### src/rtl/tap_fifo_pkg.sv
package tap_fifo_pkg;
  typedef enum logic [1:0] {
    CNT_HOLD = 2'd0,
    CNT_INC  = 2'd1,
    CNT_DEC  = 2'd2
  } cnt_op_e;
endpackage

### src/rtl/tap_fifo_line.sv
module tap_fifo_line #(
  parameter int DATA_W = 16,
  parameter int DEPTH  = 16,
  localparam int AW    = $clog2(DEPTH)
) (
  input  logic              clk_i,
  input  logic              rst_ni,
  input  logic              shift_i,
  input  logic [DATA_W-1:0] din_i,
  input  logic [AW-1:0]     addr_i,
  output logic [DATA_W-1:0] dout_o
);
  logic [DATA_W-1:0] stage_q [DEPTH];

  // storage is not reset
  always_ff @(posedge clk_i) begin
    if (shift_i) stage_q[0] <= din_i;
  end

  for (genvar g = 1; g < DEPTH; g++) begin : g_stage
    always_ff @(posedge clk_i) begin
      if (shift_i) stage_q[g] <= stage_q[g-1];
    end
  end

  assign dout_o = stage_q[addr_i];

  assert_head_load_R5: assert property (@(posedge clk_i) disable iff (!rst_ni)
    shift_i |=> stage_q[0] == $past(din_i));
  assert_line_hold_R3: assert property (@(posedge clk_i) disable iff (!rst_ni)
    !shift_i |=> $stable(stage_q[0]) && $stable(stage_q[DEPTH-1]));
endmodule

### src/rtl/tap_fifo_ctrl.sv
module tap_fifo_ctrl
  import tap_fifo_pkg::*;
#(
  parameter int DEPTH = 16,
  localparam int AW    = $clog2(DEPTH),
  localparam int CNT_W = $clog2(DEPTH + 1)
) (
  input  logic             clk_i,
  input  logic             rst_ni,
  input  logic             push_i,
  input  logic             pop_i,
  output logic             shift_o,
  output logic [AW-1:0]    addr_o,
  output logic [CNT_W-1:0] count_o,
  output logic             empty_o,
  output logic             full_o
);
  logic [CNT_W-1:0] cnt_q;
  logic             push_ok, pop_ok;
  cnt_op_e          op;

  assign empty_o = (cnt_q == '0);
  assign full_o  = (cnt_q == CNT_W'(DEPTH));
  assign pop_ok  = pop_i && !empty_o;
  // at full a write is taken only when a read frees the last stage
  assign push_ok = push_i && (!full_o || pop_ok);

  always_comb begin
    unique case ({push_ok, pop_ok})
      2'b10:   op = CNT_INC;
      2'b01:   op = CNT_DEC;
      default: op = CNT_HOLD;
    endcase
  end

  always_ff @(posedge clk_i or negedge rst_ni) begin
    if (!rst_ni) cnt_q <= '0;
    else begin
      unique case (op)
        CNT_INC: cnt_q <= cnt_q + CNT_W'(1);
        CNT_DEC: cnt_q <= cnt_q - CNT_W'(1);
        default: cnt_q <= cnt_q;
      endcase
    end
  end

  assign shift_o = push_ok;
  assign addr_o  = empty_o ? '0 : AW'(cnt_q - CNT_W'(1));
  assign count_o = cnt_q;

  assert_cnt_bound_R6: assert property (@(posedge clk_i) disable iff (!rst_ni)
    count_o <= CNT_W'(DEPTH));
  assert_push_inc_R2: assert property (@(posedge clk_i) disable iff (!rst_ni)
    push_i && !pop_i && !full_o |=> count_o == $past(count_o) + CNT_W'(1));
  assert_pop_dec_R3: assert property (@(posedge clk_i) disable iff (!rst_ni)
    pop_i && !push_i && !empty_o |=> count_o == $past(count_o) - CNT_W'(1));
  assert_both_hold_R4: assert property (@(posedge clk_i) disable iff (!rst_ni)
    push_i && pop_i && !empty_o |=> $stable(count_o));
  assert_full_ignore_R7: assert property (@(posedge clk_i) disable iff (!rst_ni)
    push_i && !pop_i && full_o |=> $stable(count_o) && !$past(shift_o));
  assert_empty_ignore_R8: assert property (@(posedge clk_i) disable iff (!rst_ni)
    pop_i && !push_i && empty_o |=> count_o == '0);
  assert_empty_both_R8: assert property (@(posedge clk_i) disable iff (!rst_ni)
    pop_i && push_i && empty_o |=> count_o == CNT_W'(1));
endmodule

### src/rtl/tap_fifo.sv
module tap_fifo #(
  parameter int DATA_W = 16,
  parameter int DEPTH  = 16,
  localparam int AW    = $clog2(DEPTH),
  localparam int CNT_W = $clog2(DEPTH + 1)
) (
  input  logic              clk_i,
  input  logic              rst_ni,
  input  logic              push_i,
  input  logic [DATA_W-1:0] wr_data_i,
  input  logic              pop_i,
  output logic [DATA_W-1:0] rd_data_o,
  output logic [CNT_W-1:0]  count_o,
  output logic              empty_o,
  output logic              full_o
);
  logic          shift;
  logic [AW-1:0] addr;

  tap_fifo_ctrl #(.DEPTH(DEPTH)) u_ctrl (
    .clk_i   (clk_i),
    .rst_ni  (rst_ni),
    .push_i  (push_i),
    .pop_i   (pop_i),
    .shift_o (shift),
    .addr_o  (addr),
    .count_o (count_o),
    .empty_o (empty_o),
    .full_o  (full_o)
  );

  tap_fifo_line #(.DATA_W(DATA_W), .DEPTH(DEPTH)) u_line (
    .clk_i   (clk_i),
    .rst_ni  (rst_ni),
    .shift_i (shift),
    .din_i   (wr_data_i),
    .addr_i  (addr),
    .dout_o  (rd_data_o)
  );

  assert_full_both_R9: assert property (@(posedge clk_i) disable iff (!rst_ni)
    push_i && pop_i && full_o |=> full_o);
endmodule

### config.mk
export PLATFORM = sky130hd
export DESIGN_NAME = tap_fifo
export DESIGN_NICKNAME = d
export VERILOG_FILES = /design/src/rtl/tap_fifo_pkg.sv /design/src/rtl/tap_fifo_line.sv /design/src/rtl/tap_fifo_ctrl.sv /design/src/rtl/tap_fifo.sv
export SDC_FILE = /design/constraint.sdc
export NUM_CORES = 1
export LEC_CHECK = 0
export BUFFER_PORTS_ARGS = -buffer_cell sky130_fd_sc_hd__buf_2
export CAP_MARGIN = 0
export CORE_ASPECT_RATIO = 1.4
export CORE_MARGIN = 1.5
export CORE_UTILIZATION = 50
export DETAILED_ROUTE_END_ITERATION = 10
export PLACE_DENSITY_LB_ADDON = 0.15
export SKIP_CTS_REPAIR_TIMING = 1
export SKIP_LAST_GASP = 1
export SLEW_MARGIN = 20
export SYNTH_ARGS = -nofsm -noshare
export SYNTH_HDL_FRONTEND = slang
export SYNTH_SLANG_ARGS = --single-unit
### constraint.sdc
create_clock -name clk_i -period 11.1 [get_ports clk_i]
set_input_delay 1.665 -clock clk_i [delete_from_list [all_inputs] [get_ports clk_i]]
set_output_delay 1.665 -clock clk_i [all_outputs]
set_load 0.005 [all_outputs]
## Word-level counts from Yosys, hierarchy flattened

Memory sizes are Yosys's and may differ from the RTL's.
Index checks and enable logic that the tools add are counted.

- Mux-type cells: 5
- Reductions and logical operators: 7
- Eq/ne operators: 5
- Add/subtract/negate cells: 2

Operator list:

| operator | count |
|---|---|
| $pmux W5 S2 | 1 |
| $add A5 B1 Y5 const B | 1 |
| $eq A5 B5 Y1 const B | 1 |
| $logic_not A5 Y1 | 1 |
| $sub A5 B1 Y5 const B | 1 |
| $eq A2 B1 Y1 const B | 2 |
| $eq A2 B2 Y1 const B | 2 |
| $mux W4 | 1 |
| $pmux W2 S2 | 1 |
| $logic_and A1 B1 Y1 | 2 |
| $logic_not A1 Y1 | 2 |
| $mux W1 | 2 |
| $reduce_bool A2 Y1 | 1 |
| $logic_or A1 B1 Y1 | 1 |

- Output and inout bits: 23
- Input port bits: 20
- Memories: 1
- RAM bits: 256
- Register bits after elaboration: 5
- Logic and storage cells: 21

Memories:

| name | depth | bits a word | read ports | clocked after memory_dff | write ports | RTL line | source |
|---|---|---|---|---|---|---|---|
| u_line.stage_q | 16 | 16 | 16 | 0 | 16 | tap_fifo_line.sv:13 | `logic [DATA_W-1:0] stage_q [DEPTH];` |

## Longest topological paths before layout

Gate-level depths: netlist (run 1).

- Depth in word-level cells: 9
- Mapped depth: 13
- Gate-level depth less buffers: 11

## By module

Synthesis (run 1) repeated with hierarchy kept, for this count alone.

- Cell total of the unflattened synthesis: 444
- Area, all modules: 10080.9 µm²

Modules (own cells, without submodules):

| module | cells an instance | area each (µm²) | times used |
|---|---|---|---|
| tap_fifo_line | 393 | 9620.5 | 1 |
| tap_fifo_ctrl | 51 | 460.4 | 1 |

## Worst setup path before layout (run 1)

Ideal clock, no wire load.

- Path kind: input port to flip-flop
- Start point: input port pop_i
- End point: memory u_line.stage_q[0][0], enable pin
- Data required time: 10493 ps
- Cell stages on the path: 2
- Arrival time: 6719 ps
- Setup slack: 3774 ps
- Setup time: 607 ps
- Cell sequence: o21ai_0 -> inv_1

RTL lines:

| item | RTL line | source |
|---|---|---|
| start: declaration | tap_fifo.sv:11 | `input logic pop_i,` |
| end: declaration | tap_fifo_line.sv:13 |  |

## Worst setup path in the final report (run 1)

- Start point: register u_ctrl.cnt_q[0] (netlist: u_ctrl.count_o[0])
- End point: output port rd_data_o[8]

- Cells in the longest elaborated chain, start to end: 3
- Elaborated cells on any way between the ends: 4
- Classes of those cells: add/sub (1); mux (1); reduce/logical (1); memory (1)

RTL lines:

| item | RTL line | source |
|---|---|---|
| start: declaration | tap_fifo_ctrl.sv:18 | `logic [CNT_W-1:0] cnt_q;` |
| start signal: assignment | tap_fifo_ctrl.sv:40 | `CNT_INC: cnt_q <= cnt_q + CNT_W'(1);` |
| start signal: assignment | tap_fifo_ctrl.sv:41 | `CNT_DEC: cnt_q <= cnt_q - CNT_W'(1);` |
| start signal: assignment | tap_fifo_ctrl.sv:42 | `default: cnt_q <= cnt_q;` |
| $sub A5 B1 Y5 / $logic_not A5 Y1 (equally long branches) | - |  |
| $mux W4 (*) | tap_fifo_ctrl.sv:48 | `assign addr_o = empty_o ? '0 : AW'(cnt_q - CNT_W'(1));` |
| $mem_v2 Z16 W16 (*) | - |  |
| end: declaration | tap_fifo.sv:12 | `output logic [DATA_W-1:0] rd_data_o,` |

Mark *: on every way between the ends. The rest lies on a longest branch, timed or not.

==> results of run 1 <==
layer usage:
layer	GRT usage, %	vias up	routed length (µm)
li1	-	2541	-
met1	28.3	2807	9260
met2	27.1	212	8910
met3	2.63	28	1180
met4	4.41	0	344
met5	0	-	0
final timing paths:
kind / startpoint / end / slack [ps] / depth (start not counted)
setup / recovery: u_ctrl.count_o[0] / rd_data_o[8] / 5350 / 9
max in group asynchronous: rst_ni / u_ctrl.count_o[0] / 9990 / 1
hold / removal: u_line.stage_q[11][7] / u_line.stage_q[12][7] / 440 / 0
setup reg to reg: u_ctrl.count_o[0] / u_line.stage_q[14][6] / 7200 / 8
min in group asynchronous: rst_ni / u_ctrl.count_o[1] / 960 / 1
hold reg to reg: u_line.stage_q[11][7] / u_line.stage_q[12][7] / 440 / 0
cells by family (layout without fill, tap and decap cells):
logic type                 after synthesis  count (layout)  synth area share [%]
adders and majority gates                3               3                 0.365
AOI/OAI and AO/OA                      151             151                  11.2
muxes                                   64              64                  6.79
DFF                                    261             261                  75.9
xor gates and xnor gates                 6               6                 0.510
and+or+nand+nor                         73              73                  3.10
buffers and inverters                   48             100                  2.14
power by group:
part / switching, mW / total [mW] / internal, mW
logic: 0.809 / 1.34 / 0.533
registers: 0.0738 / 1.28 / 1.21
clock network: 0.342 / 0.776 / 0.434
total: 1.22 / 3.40 / 2.17
flip-flops by register name (all words and copies together), names as in the netlist:
register        cells
u_line.stage_q    256
u_ctrl.count_o      5
cell type report:
class / count / area, µm²
fillers: 1579 / 8540
flip-flops and latches: 261 / 7820
multi-input cells: 297 / 2280
clock buffers: 32 / 652
well taps: 252 / 315
repair buffers: 52 / 285
clock inverters: 11 / 73.8
inverters: 5 / 33.8
through the flow:
stage | std cells | hold WS, ps | instance area (µm²)
4_1_cts | 910 | 442 | 11400
6_report | 910 | 444 | 11500
3_5_place_dp | 867 | 431 | 10700
3_3_place_gp | 867 | 424 | 10700
5_1_grt | 910 | 448 | 11500
2_1_floorplan | 606 | 420 | 10300
cell usage in the layout (no fill, tap or decap), types with 3 or more instances in the layout:
cell,synthesis,final
a21oi_1,17,17
a221o_1,32,32
a221oi_1,32,32
buf_2,3,42
buf_4,3,10
clkbuf_1,32,7
clkbuf_16,0,25
clkinv_1,0,8
dfrtp_1,5,4
edfxtp_1,256,256
inv_1,4,3
mux2_2,47,47
mux2i_1,17,17
nand2_1,50,50
nand2b_1,3,3
nor2_1,8,6
o21ai_0,36,36
o221ai_1,15,15
o32ai_1,15,15
xnor2_1,3,3
xor2_1,3,3
==> results.toml, run 1 <==
[setup_path]
path_buf_inv = 3
startpoint_type = "register"
crit_path_end_kind = "output port"
cp_max_fo = 32
critPathTopFamily = "simple AND/OR/NAND/NOR gates"
arrival_ps = 4090
path_class = "register to output port"
slowest_stage = "and2_1"
worstPathCellList = "inv_1, ha_2, and2_1, or2_1, buf_4, a221o_1, o221ai_1, o32ai_1, buf_2"
crit_required_ps = 9440
max_stage_delay_ps = 670

[global_routing]
grt_max_degree = 175
grt_usage_pct = 18.1
globalRouteOverflowTotal = 0
grt_pass1_wl_um = 31300
antenna_found_initial = 0
grt_pass1_vias = 5318

[layout]
utilization_pct = 57.3
n_antenna_cell = 0
area_growth_pct = 11.2
drive_gt1_share_pct = 20.5
nets = 665

[floorplan]
num_io_pins = 43
start_util_pct = 51.5
coreArea_um2 = 20000
die_h_um = 173
die_x_um = 124
dieArea_um2 = 21500
row_count = 61

[clock_network]
h-tree-depth = 1
cts_tree = "built"
cts_made_buffers = 25
cts_sinks = 261
clkTransAtPathRegs_ps = 60
cts_root_buf = "clkbuf_16"
cts_buffer_depth = 3
insertion_delay_ps = 510

[placed_design]
dp_slack_ps = 5800
hpwl_um = 10800
gp_congestion = 0.755
port_buffers = 42

[routing]
vias = 5588
wl_um = 19700
postRouteAntennaNets = 0
remaining_drc_errors = 0
via_per_inst = 6.14
wl_per_cell_um = 21.6
drt_first_pass_iters = 5
drtIter0Drc = 710

[sta]
fin_crit_ps = 5750
hold_viol = 0
fmax_ghz = 0.174
fin_skew_ps = 7.95
tns_ps = 0
worst_pin_slew_ps = 1020
fin_crit_sh_pct = 51.8
maxSlewViolCount = 0
fin_ws_ps = 5350
finalSetupViolCount = 0
rsz0062_at_grt = "no"
max-slew-margin-rel_pct = 32.2

[synth]
ys_types = 35
ys.flop_type = "edfxtp_1"
yosysSeqAreaShare_pct = 75.9
yosys_warnings = 0
yosys.cell_count.top_type = "edfxtp_1"
synth-seq-cells = 261
synthTopCellsByArea = "edfxtp_1, mux2_2, a221o_1"
yosys.area.top_type = "edfxtp_1"
syn_inst = 606
syn_avg_cell_area_um2 = 17.0
yosysTopAreaCellShare_pct = 74.6
netlist_area_um2 = 10300
syn-num-nets = 629
synth_common_cells = "edfxtp_1, nand2_1, mux2_2, o21ai_0"
synth_async_sr_flop_share_pct = 1.92
synth_edf_count = 256

[power_and_ir_drop]
ir_drop_v = 0.000224
powerDensity_nw_per_um2 = 297
power.total_mw = 3.40
p_leak_nw = 3.94

[run]
drv_cap = 0

[worst_hold_path]
min_path_type = "register to register"

[status]
outcome = "finished, final reports clean"
(Power assumes the default switching activity.)
==> inputs of run 2 (changes only) <==
Settings changed: ABC_AREA set to 1.
Clock period 11.1 ns to 5.32 ns, I/O delays scaled along.
==> run 2 against run 1 <==
  * Final cell count up 47%
  * Flip-flop and latch count is the same
  * Total power grew 130%
  * First-iteration DRC count grew 3.2%
  * Synthesized cell count rose by 65%
==> results.toml, run 2 <==
[status]
outcome = "finished, final reports clean"

[clock_network]
cts_tree = "built"
h-tree-depth = 1
cts_buffer_depth = 3
insertion_delay_ps = 520
cts_root_buf = "clkbuf_16"
clkTransAtPathRegs_ps = 60
cts_made_buffers = 26
cts_sinks = 261

[routing]
wl_um = 22300
wl_per_cell_um = 16.7
via_per_inst = 5.28
drtIter0Drc = 733
vias = 7051
remaining_drc_errors = 0
drt_first_pass_iters = 5
postRouteAntennaNets = 0

[synth]
yosysTopAreaCellShare_pct = 67.6
synth_async_sr_flop_share_pct = 1.92
synth-seq-cells = 261
yosysSeqAreaShare_pct = 68.7
synth_common_cells = "edfxtp_1, nand3_1, inv_1, nand2_1, nor2_1"
syn_avg_cell_area_um2 = 11.4
ys_types = 26
synth_edf_count = 256
netlist_area_um2 = 11400
yosys_warnings = 0
ys.flop_type = "edfxtp_1"
yosys.cell_count.top_type = "edfxtp_1"
syn-num-nets = 1021
yosys.area.top_type = "edfxtp_1"
synthTopCellsByArea = "edfxtp_1, nand3_1, inv_1"
syn_inst = 998

[setup_path]
cp_common_cell = "nand3_1"
arrival_ps = 3890
max_stage_delay_ps = 910
path_class = "register to output port"
crit_path_end_kind = "output port"
slowest_stage = "nand2_4"
cp_max_fo = 86
startpoint_type = "register"
worstPathCellList = "inv_4, ha_4, nand3_4, nand2_4, buf_4, nand3_1, nand3_1, nand3_1, nand2_1, buf_2"
crit_required_ps = 4520

[floorplan]
row_count = 65
start_util_pct = 50.7
die_x_um = 130
die_h_um = 181
num_io_pins = 43
coreArea_um2 = 22400
dieArea_um2 = 23700

[power_and_ir_drop]
powerDensity_nw_per_um2 = 626
p_leak_nw = 5.06
power.total_mw = 7.88
ir_drop_v = 0.000524

[run]
drv_cap = 0

[sta]
maxSlewViolCount = 0
fin_crit_ps = 4690
finalSetupViolCount = 0
hold_viol = 0
rsz0062_at_grt = "no"
worst_pin_slew_ps = 1220
fmax_ghz = 0.213
max-slew-margin-rel_pct = 18.8
fin_skew_ps = 10.0
fin_crit_sh_pct = 88.1

[placed_design]
dpl-instance-area_um2 = 11800
port_buffers = 42
hpwl_um = 11900
numPlacedInstances = 1288
gp_congestion = 0.777

[layout]
utilization_pct = 56.1
final_common_cell = "edfxtp_1"
final-instance-count-excl-fill = 1335
n_antenna_cell = 0
area.sequential_um2 = 7810
regMostFlops = "u_line.stage_q"
area_growth_pct = 10.6
stdcell_area_um2 = 12600
drive_gt1_share_pct = 11.1
multiInputGateArea_um2 = 2770
fillers = 1917
nets = 1038
largest_reg_flops = 256
final_cell_mix = "edfxtp_1, nand3_1, inv_1"
top_regs = "u_line.stage_q (256), u_ctrl.count_o (5)"

[global_routing]
globalRouteOverflowTotal = 0
antenna_found_initial = 0
grt_pass1_wl_um = 36000
grt_pass1_vias = 6645
grt_max_degree = 191
grt_usage_pct = 19.2

[worst_hold_path]
min_path_type = "input pin to async pin"
==> run 2: logic make-up after synthesis <==
logic type,count (synthesis),share of synthesized area (%)
compound gates,39,2.79
fa+ha+maj,3,0.330
xor+xnor,6,0.462
buf+inv,205,7.28
simple gates,484,20.5
flops,261,68.7
==> run 2: cell type report <==
cell class              instances  area share [%]
flip-flops and latches        261            62.1
multi-input cells             532            22.0
clock buffers                  35            5.61
inverters                     141            4.26
well taps                     301            2.99
repair buffers                 53            2.43
clock inverters                12           0.607
==> run 2: layer usage <==
metal  vias up  part of all wire, %  GRT usage [%]
li1       3478                    -              -
met5         -                    0              0
met4         0                  2.3           5.85
met3        36                  3.7           2.18
met2       133                   46           29.5
met1      3404                   48           28.7
==> run 2: path summary, 6_finish.rpt <==
path	from	to	slack [ps]	cells past startpoint
worst min register to register	u_line.stage_q[3][2]	u_line.stage_q[4][2]	440	0
worst max register to register	u_ctrl.count_o[0]	u_line.stage_q[11][10]	1680	8
worst max-delay path	u_ctrl.count_o[0]	rd_data_o[10]	630	10
max in group asynchronous	rst_ni	u_ctrl.count_o[0]	5090	1
worst min-delay path	rst_ni	u_ctrl.count_o[4]	80	1
min in group clk_i	u_line.stage_q[3][2]	u_line.stage_q[4][2]	440	0
==> run 2: stage by stage <==
stage	setup TNS [ps]	hold slack (ps)	setup WS, ps
2_1_floorplan	-85940	417	-336
3_3_place_gp	0	419	1190
3_5_place_dp	0	425	1110
4_1_cts	0	63.9	554
5_1_grt	0	69.5	378
6_report	0	82.7	633
==> run 2: worst max-delay path, delay by kind of cell, from the launching register on <==
kind / cells / cell delay (ps)
fa+ha+maj: 1 / 250
buf+inv: 3 / 880
simple gates: 6 / 1740
flops: 1 / 420
==> run 2: where the power goes <==
part / switching, mW / total (mW) / internal (mW)
registers: 0.119 / 2.69 / 2.57
clock network: 0.748 / 1.72 / 0.972
logic: 2.33 / 3.47 / 1.14
==> inputs of run 3 (changes only) <==
Settings changed: ABC_AREA 1 to 0, GPL_ROUTABILITY_DRIVEN set to 0.
==> run 3 against run 2 <==
  * Sequential power is 2% lower
  * Total power is 6.7% lower
  * Largest cell class unchanged
  * Setup slack worse by 21 ps
  * Clock skew is 8.1 ps higher
  * Global-route usage is 0.59 points lower
  * Critical endpoint is now rd_data_o[5]
  * Maximum frequency is 0.45% lower
  * Core utilization is 2.0 points higher
  * Largest power group unchanged
==> results.toml, run 3 (synthesis gave the netlist of run 1 again) <==
[layout]
fillers = 1544
regMostFlops = "u_line.stage_q"
utilization_pct = 58.1
largest_reg_flops = 256
final-instance-count-excl-fill = 913
drive_gt1_share_pct = 22.5
final_cell_mix = "edfxtp_1, nand2_1, mux2_2"
nets = 667
stdcell_area_um2 = 11600
area_growth_pct = 12.8
top_regs = "u_line.stage_q (256), u_ctrl.count_o (5)"
final_common_cell = "edfxtp_1"
n_antenna_cell = 0

[clock_network]
cts_root_buf = "clkbuf_16"
cts_made_buffers = 26
cts_tree = "built"
h-tree-depth = 1
clkTransAtPathRegs_ps = 60
insertion_delay_ps = 520
cts_buffer_depth = 3
cts_sinks = 261

[sta]
fmax_ghz = 0.212
hold_viol = 0
fin_skew_ps = 18.2
tns_ps = 0
rsz0062_at_grt = "no"
worst_pin_slew_ps = 1090
max-slew-margin-rel_pct = 27.4
fin_ws_ps = 612
fin_crit_sh_pct = 88.5
finalSetupViolCount = 0
fin_crit_ps = 4710
hold_ws_ps = 85.0
maxSlewViolCount = 0

[placed_design]
hpwl_um = 11100
dp_slack_ps = 1130
numPlacedInstances = 868
dpl-instance-area_um2 = 10800
port_buffers = 42

[worst_hold_path]
min_path_type = "input pin to async pin"

[floorplan]
start_util_pct = 51.5
die_h_um = 173
num_io_pins = 43
coreArea_um2 = 20000
dieArea_um2 = 21500
die_x_um = 124
row_count = 61

[routing]
wl_per_cell_um = 22.1
remaining_drc_errors = 0
postRouteAntennaNets = 0
drtIter0Drc = 721
wl_um = 20200
drt_first_pass_iters = 5
vias = 5668
via_per_inst = 6.21

[global_routing]
globalRouteOverflowTotal = 0
grt_pass1_wl_um = 32200
antenna_found_initial = 0
grt_pass1_vias = 5616
grt_max_degree = 212
grt_usage_pct = 18.6

[power_and_ir_drop]
p_leak_nw = 4.02
powerDensity_nw_per_um2 = 633
seq_power_share_pct = 35.9
ir_drop_v = 0.000546
pwr-share-clk_pct = 24.5
combPwrFrac_pct = 39.6
p_int_mw = 4.74
switchingPower_mw = 2.61
p_sw_share_pct = 35.5
power.total_mw = 7.35

[setup_path]
crit_required_ps = 4520
r2r_cells = 9
path_class = "register to output port"
arrival_ps = 3910
cp_max_fo = 36
crit_path_end_kind = "output port"
ff2ff_setup_slack_ps = 2380
r2r-end = "u_line.stage_q[15][4]"
startpoint_type = "register"
rr_startpoint = "u_ctrl.count_o[1]"

[status]
outcome = "finished, final reports clean"

[run]
drv_cap = 0
-- run 3: cell types whose count changed in the layout (fill, tap and decap cells not counted), moves of 32 or more --
cell,delta
a221o_1,+32
nor2_1,-62
nand2_1,-85
o2111ai_1,-32
inv_1,-135
o21ai_0,+32
a221oi_1,+32
mux2_2,+47
nand3b_1,-46
nand3_1,-208
-- run 3: power by group through the flow --
stage / clock (mW) / sequential [mW] / combinational [mW]
2_1_floorplan: 0 / 2.65 / 1.97
5_1_grt: 1.93 / 2.66 / 3.16
6_report: 1.80 / 2.64 / 2.91
3_5_place_dp: 0 / 2.67 / 2.89
4_1_cts: 1.85 / 2.63 / 2.91
3_3_place_gp: 0 / 2.66 / 2.86
-- run 3: worst max-delay path by stage --
stage                     depth (start not counted)                    to              start  slack, ps
after floorplan                                   8  u_line.stage_q[0][0]  u_ctrl.count_o[0]       -120
after global placement                           10          rd_data_o[5]  u_ctrl.count_o[1]       1190
after detailed placement                         10          rd_data_o[5]  u_ctrl.count_o[1]       1130
after CTS                                        10          rd_data_o[5]  u_ctrl.count_o[1]        580
after global routing                             10          rd_data_o[4]  u_ctrl.count_o[1]        440
final                                            10          rd_data_o[5]  u_ctrl.count_o[1]        610
-- run 3: layer usage --
layer,up-vias,track usage (%),wire length [µm]
met5,-,0,0
met4,0,4.93,372
met3,35,3.00,1320
met2,191,27.7,9420
met1,2891,28.7,9060
li1,2551,-,-
-- run 3: worst max-delay path, cell delays in order, from the launching register on --
cell and delay [ps]:
dfrtp_1 440, inv_1 110, ha_4 190, or4b_1 160, buf_4 410, inv_4 120
nor2_2 760, buf_4 390, a221oi_1 140, o32ai_1 470, buf_2 190
-- run 3: layout make-up --
cell class                      count  area [µm²]  area share (%)
Timing Repair Buffer               53         318            2.74
Clock inverter                     13         141            1.22
Inverter                            5        25.0           0.215
Sequential cell                   261        7820            67.3
Clock buffer                       32         694            5.98
Tap cell                          252         315            2.72
Multi-Input combinational cell    297        2300            19.8
